File: src/rtl/bf_pkg.sv
package bf_pkg;

  // Edge events derived from a sampled handshake level
  typedef struct packed {
    logic rise;
    logic fall;
  } bf_edge_t;

endpackage

File: src/rtl/bf_edge_det.sv
module bf_edge_det (
  input  logic             clk,
  input  logic             rst,
  input  logic             lvl_i,
  output bf_pkg::bf_edge_t ev_o
);

  logic prev_q;

  always_ff @(posedge clk) begin
    if (rst) prev_q <= 1'b0;
    else     prev_q <= lvl_i;
  end

  always_comb begin
    ev_o.rise = lvl_i & ~prev_q;
    ev_o.fall = ~lvl_i & prev_q;
  end

endmodule

File: src/rtl/bf_in_stage.sv
module bf_in_stage #(
  parameter int W = 4
) (
  input  logic             clk,
  input  logic             rst,
  input  logic             wr_req_i,
  input  bf_pkg::bf_edge_t ev_i,
  input  logic [W-1:0]     data_i,
  input  logic             room_i,
  output logic             push_o,
  output logic [W-1:0]     data_o,
  output logic             rdy_o
);

  logic         valid_q, held_q;
  logic         valid_nx, held_nx;
  logic         take;
  logic [W-1:0] data_q;

  assign take   = ev_i.rise & rdy_o;
  assign push_o = valid_q & ~held_q & room_i;
  assign data_o = data_q;

  always_comb begin
    valid_nx = valid_q;
    held_nx  = held_q;
    if (take) begin
      valid_nx = 1'b1;
      held_nx  = 1'b1;
    end else if (push_o) begin
      valid_nx = 1'b0;
    end
    if (ev_i.fall) held_nx = 1'b0;
  end

  always_ff @(posedge clk) begin
    if (rst) begin
      valid_q <= 1'b0;
      held_q  <= 1'b0;
      rdy_o   <= 1'b1;
      data_q  <= '0;
    end else begin
      valid_q <= valid_nx;
      held_q  <= held_nx;
      rdy_o   <= ~valid_nx;
      if (take) data_q <= data_i;
    end
  end

  AST_WR_RDY_DROPS: assert property (@(posedge clk) disable iff (rst)
    (ev_i.rise && rdy_o) |=> !rdy_o);
  AST_HOLD_WHILE_REQ: assert property (@(posedge clk) disable iff (rst)
    (held_q && wr_req_i) |=> (valid_q && $stable(data_q)));
  AST_IGNORE_BUSY_WR: assert property (@(posedge clk) disable iff (rst)
    (ev_i.rise && !rdy_o) |=> $stable(data_q));

endmodule

File: src/rtl/bf_stack.sv
module bf_stack #(
  parameter int W     = 4,
  parameter int CELLS = 62
) (
  input  logic         clk,
  input  logic         rst,
  input  logic         push_i,
  input  logic [W-1:0] data_i,
  output logic         room_o,
  input  logic         take_i,
  output logic         valid_o,
  output logic [W-1:0] data_o
);

  logic [CELLS-1:0]        vld;
  logic [CELLS-1:0]        mv;
  logic [CELLS-1:0][W-1:0] dat;

  // Space ripples upstream: a cell may move when its neighbour is empty
  // or is itself moving on this clock.
  always_comb begin
    logic room;
    room = take_i;
    for (int k = CELLS - 1; k >= 0; k--) begin
      mv[k] = vld[k] & room;
      room  = ~vld[k] | mv[k];
    end
    room_o = room;
  end

  for (genvar k = 0; k < CELLS; k++) begin : g_cell
    logic         v_q;
    logic [W-1:0] d_q;
    logic         load;
    logic [W-1:0] src;

    if (k == 0) begin : g_head
      assign load = push_i;
      assign src  = data_i;
    end else begin : g_body
      assign load = mv[k-1];
      assign src  = dat[k-1];
    end

    always_ff @(posedge clk) begin
      if (rst) v_q <= 1'b0;
      else     v_q <= load | (v_q & ~mv[k]);
    end

    always_ff @(posedge clk) begin
      if (load) d_q <= src;
    end

    assign vld[k] = v_q;
    assign dat[k] = d_q;
  end

  assign valid_o = vld[CELLS-1];
  assign data_o  = dat[CELLS-1];

  AST_NO_PUSH_WHEN_BLOCKED: assert property (@(posedge clk) disable iff (rst)
    (push_i && vld[0]) |-> mv[0]);

endmodule

File: src/rtl/bf_out_stage.sv
module bf_out_stage #(
  parameter int W = 4
) (
  input  logic             clk,
  input  logic             rst,
  input  logic             rd_req_i,
  input  bf_pkg::bf_edge_t ev_i,
  input  logic             up_valid_i,
  input  logic [W-1:0]     up_data_i,
  output logic             take_o,
  output logic             rdy_o,
  output logic [W-1:0]     data_o
);

  logic held_q;
  logic load;

  assign take_o = ~rdy_o & ~held_q;
  assign load   = take_o & up_valid_i;

  always_ff @(posedge clk) begin
    if (rst) begin
      rdy_o  <= 1'b0;
      held_q <= 1'b0;
      data_o <= '0;
    end else begin
      if (ev_i.rise && rdy_o) begin
        rdy_o  <= 1'b0;
        held_q <= 1'b1;
      end else if (load) begin
        rdy_o  <= 1'b1;
        data_o <= up_data_i;
      end
      if (ev_i.fall) held_q <= 1'b0;
    end
  end

  AST_RD_RDY_DROPS: assert property (@(posedge clk) disable iff (rst)
    (ev_i.rise && rdy_o) |=> !rdy_o);
  AST_DATA_STABLE_READ: assert property (@(posedge clk) disable iff (rst)
    (held_q && rd_req_i) |=> $stable(data_o));
  AST_IGNORE_IDLE_RD: assert property (@(posedge clk) disable iff (rst)
    (ev_i.rise && !rdy_o && !held_q) |=> !held_q);

endmodule

File: src/rtl/bubble_fifo.sv
module bubble_fifo #(
  parameter int W     = 4,
  parameter int DEPTH = 64
) (
  input  logic         clk,
  input  logic         rst,
  input  logic         wr_req,
  input  logic [W-1:0] wr_data,
  output logic         wr_rdy,
  input  logic         rd_req,
  output logic [W-1:0] rd_data,
  output logic         rd_rdy
);

  localparam int CELLS = DEPTH - 2;

  bf_pkg::bf_edge_t wr_ev, rd_ev;
  logic             push, room, take, top_valid;
  logic [W-1:0]     in_word, top_word;

  bf_edge_det u_wr_edge (
    .clk(clk), .rst(rst), .lvl_i(wr_req), .ev_o(wr_ev)
  );

  bf_edge_det u_rd_edge (
    .clk(clk), .rst(rst), .lvl_i(rd_req), .ev_o(rd_ev)
  );

  bf_in_stage #(.W(W)) u_in (
    .clk(clk), .rst(rst), .wr_req_i(wr_req), .ev_i(wr_ev),
    .data_i(wr_data), .room_i(room), .push_o(push),
    .data_o(in_word), .rdy_o(wr_rdy)
  );

  bf_stack #(.W(W), .CELLS(CELLS)) u_stack (
    .clk(clk), .rst(rst), .push_i(push), .data_i(in_word),
    .room_o(room), .take_i(take), .valid_o(top_valid), .data_o(top_word)
  );

  bf_out_stage #(.W(W)) u_out (
    .clk(clk), .rst(rst), .rd_req_i(rd_req), .ev_i(rd_ev),
    .up_valid_i(top_valid), .up_data_i(top_word),
    .take_o(take), .rdy_o(rd_rdy), .data_o(rd_data)
  );

  AST_RESET_STATE: assert property (@(posedge clk)
    $past(rst) |-> (wr_rdy && !rd_rdy && rd_data == '0));

endmodule

File: config.mk
export PLATFORM = sky130hd
export DESIGN_NAME = bubble_fifo
export DESIGN_NICKNAME = d
export VERILOG_FILES = /design/src/rtl/bf_pkg.sv /design/src/rtl/bf_edge_det.sv /design/src/rtl/bf_in_stage.sv /design/src/rtl/bf_stack.sv /design/src/rtl/bf_out_stage.sv /design/src/rtl/bubble_fifo.sv
export SDC_FILE = /design/constraint.sdc
export NUM_CORES = 1
export LEC_CHECK = 0
export BUFFER_PORTS_ARGS = -buffer_cell sky130_fd_sc_hd__buf_2
export CAP_MARGIN = 0
export CORE_AREA = 2 2 152 154
export CTS_BUF_LIST = sky130_fd_sc_hd__clkbuf_16
export CTS_CLUSTER_DIAMETER = 80
export CTS_CLUSTER_SIZE = 12
export DETAILED_ROUTE_END_ITERATION = 6
export DIE_AREA = 0 0 154 156
export PLACE_DENSITY_LB_ADDON = 0.3
export SYNTH_ARGS = -nofsm -noshare
export SYNTH_HDL_FRONTEND = slang
export SYNTH_SLANG_ARGS = --single-unit
File: constraint.sdc
create_clock -name clk -period 2.4 [get_ports clk]
set_input_delay 0.12 -clock clk [delete_from_list [all_inputs] [get_ports clk]]
set_output_delay 0.12 -clock clk [all_outputs]
set_load 0.1 [all_outputs]
==> results.md <==
* Non-Filler Instances at 1030
* Relative slew slack at 45.8%
* Main synth FF type: edfxtp_1
* Simple-gate share of the synthesized area at 8.91%
* Cells after Synth at 665
* Tmin final at 2.28 ns
* Slew Limit Fails at 0
* RSZ-0062 raised after global routing: false
* Die height at 156 um
* Synth Area in XOR/XNOR at 0%
* Crit start category: flip-flop
* Status: completed
* Core Region at 22400 um^2
* Largest net degree at the start of global routing at 42
* Setup Crit Path Kind: reg -> reg
* Critical Path RT at 2.68 ns
* Design Area, Final at 12500 um^2
* Worst Hold Margin at 0.0522 ns
* DRC at 0
* Layout area overhead at 13.5%
* Dpl hpwl at 11100 um
* Die Span X at 154 um
* Post-route clock period utilization at 94.8%
* Layout cell share with drive strength beyond 1 at 11.5%
* Buffers on Ports at 13
* Io pins at 14
* CTS clk-pin slew, worst paths at 0.06 ns
* Drt pass-1 iters at 5
* GPL Wtd Cong at 0.786
* Vias in the first global route at 5371
* Row count at 55
* Final #Nets at 728
* Pwr Total at 10.3 mW
* Sequential Area at 8990 um^2
* Initial antenna violation count at 0
* Async S/R FF share, synth at 0%
* Sink Count at 325
* Worst vdd ir at 0.610 mV
* Number of enable flip-flop cells after synthesis at 248
* Crit path DAT at 2.56 ns
* Seq/Total Area, Yosys at 81.9%
* Hold crit path type: in -> reg
* Clk Latency, worst-skew pair at 0.55 ns
* Largest family of logic cells by synthesized area: simple AND/OR/NAND/NOR gates
* Setup-failing EPs final at 0
* TritonCTS Buffers at 31
* Commonest non-fill, non-tap cell in the layout: edfxtp_1
* Worst Path Max Fanout at 25
* Htree depth at 1
* Placed instance area at 11500 um^2
* Vias per inst at 5.29
* Max Cap Violations at 0
* Routed wire per std cell at 16.7 um
* Pwr dens at 826 nW/um^2
* Fill cells at 1674
* Adder-cell share of the synthesized area at 0%
* Least-Margin Pin Slew at 0.805 ns
* Post-synthesis compound-gate area fraction at 6.89%
* Global route overflow at 0
* DRT antenna net count at 0
* Multi-input gate area at 1820 um^2
* Clock Tree Buf Depth at 3
* Synth warn at 0
* Syn_area_per_cell at 16.5 um^2
* Number of diodes at 0
* Root Buffer: clkbuf_16
* Clock skew at 0.0160 ns
* Flops & latches, synth at 325
* Final Hold Viols at 0
* Fmax at 439 MHz
* First-pass GRT wire length at 26900 um
* Most frequent cells in the layout: edfxtp_1, dfxtp_1, nor2_1
* Leakage Power at 4.14 nW
* Die area at 24000 um^2
* Synthesized area at 11000 um^2
* Library cells used by synthesis at 45
* Total GRT Usage at 14.3%
* Initial Util at 49.1%
* WL final at 17200 um
* Mux contribution to synthesized area at 0.729%
* Detailed Route Iter0 Violations at 398
* Setup TNS at 0 ns
* Syn Nets at 673
* CTS tree: built
* Cell Count Post-Placement at 966
* Via count at 5448
* Crit end category: flip-flop
## worst max-delay path, stage by stage (launching register included)
cell and delay (ns):
dfxtp_1 0.41, nand4_1 0.19, or2_1 0.35, nor4_4 0.36, buf_12 0.21, nand3_2 0.19, o21a_1 0.28
## synth_stat cells, types with 2 or more instances
| library cell | n | area share [%] |
|---|---|---|
| o31a_1 | 5 | 0.40 |
| buf_2 | 5 | 0.23 |
| o21a_1 | 14 | 0.96 |
| a31oi_1 | 11 | 0.63 |
| o32ai_2 | 3 | 0.44 |
| o21ai_0 | 4 | 0.18 |
| nand2_1 | 22 | 0.75 |
| nor3_1 | 4 | 0.18 |
| clkbuf_1 | 9 | 0.31 |
| mux2i_1 | 8 | 0.73 |
| buf_1 | 2 | 0.068 |
| nor2b_1 | 14 | 0.80 |
| o41ai_2 | 3 | 0.44 |
| and2_1 | 6 | 0.34 |
| a41oi_1 | 5 | 0.40 |
| and3_1 | 11 | 0.63 |
| nor2_1 | 61 | 2.1 |
| and4_1 | 3 | 0.24 |
| o31ai_1 | 7 | 0.48 |
| dfxtp_1 | 77 | 14 |
| nand4_1 | 10 | 0.57 |
| nand2b_1 | 11 | 0.63 |
| nand3_1 | 19 | 0.87 |
| nor4_1 | 6 | 0.34 |
| a21boi_0 | 12 | 0.82 |
| or2_2 | 3 | 0.17 |
| edfxtp_1 | 248 | 68 |
| nor4_2 | 2 | 0.23 |
| nor3b_1 | 2 | 0.14 |
| nand3_2 | 2 | 0.18 |
| inv_1 | 24 | 0.82 |
| nor4_4 | 2 | 0.39 |
| a21oi_1 | 37 | 1.7 |
| o211ai_1 | 2 | 0.14 |
## cell type report
class,instances,share of cell area (%)
clock inverters,27,0.914
multi-input cells,298,14.6
repair buffers,40,2.47
flip-flops and latches,325,72.2
inverters,24,0.723
clock buffers,31,6.23
well taps,285,2.86
## cells by family after synthesis
| group | count (synthesis) |
|---|---|
| AOI/OAI and AO/OA | 107 |
| buffers and inverters | 42 |
| DFF | 325 |
| muxes | 8 |
| and+or+nand+nor | 183 |
## what timing repair did
item                                    4_1_cts  5_1_grt
resized for setup                             0        1
endpoints found under the setup margin        0        4
buffers inserted                              0        0
hold buffers                                  6        0
endpoints found under the hold margin         9        0
## sequential cells by signal, summed over array words and instances, names as in the netlist
| register | count |
|---|---|
| u_wr_edge.prev_q | 1 |
| u_stack.data_o | 4 |
| u_in.rdy_o | 1 |
| u_stack.g_cell.v_q | 61 |
| u_stack.g_cell.d_q | 240 |
| u_stack.g_cell.src | 4 |
| u_rd_edge.prev_q | 1 |
| u_out.data_o | 4 |
| u_in.held_q | 1 |
| u_stack.valid_o | 1 |
| u_out.rdy_o | 1 |
| u_out.held_q | 1 |
| u_in.valid_q | 1 |
| u_in.data_o | 4 |
## layer usage
| metal | wire length, um | GRT usage, % | vias to the layer above |
|---|---|---|---|
| li1 | - | - | 2614 |
| met1 | 7850 | 18.7 | 2668 |
| met2 | 8180 | 24.3 | 129 |
| met3 | 798 | 2.47 | 37 |
| met4 | 374 | 4.72 | 0 |
| met5 | 0 | 0 | - |
## power by group
part           switching [mW]  internal (mW)  leakage (nW)
Combinational          0.0517         0.0311         0.761
Sequential            0.00849           5.99          2.86
Clock                    1.88           2.32         0.526
## path summary, 6_finish.rpt
kind / from / end / slack [ns] / cells past startpoint
setup reg to reg: u_stack.g_cell[51].v_q / u_stack.g_cell[18].d_q[2] / 0.12 / 6
hold / removal: rst / u_in.data_o[3] / 0.05 / 2
hold reg to reg: u_stack.g_cell[42].d_q[3] / u_stack.g_cell[43].d_q[3] / 0.41 / 0
setup / recovery: u_stack.g_cell[51].v_q / u_stack.g_cell[18].d_q[2] / 0.12 / 6
## through the flow
stage,util [%],setup WS [ns]
final,55.7,0.124
after global routing,55.7,0.00413
after CTS,55.7,0.116
after detailed placement,51.4,0.136
after global placement,51.4,0.179
after floorplan,-,0.0122
No activity file was read; power rests on OpenSTA's default activity.
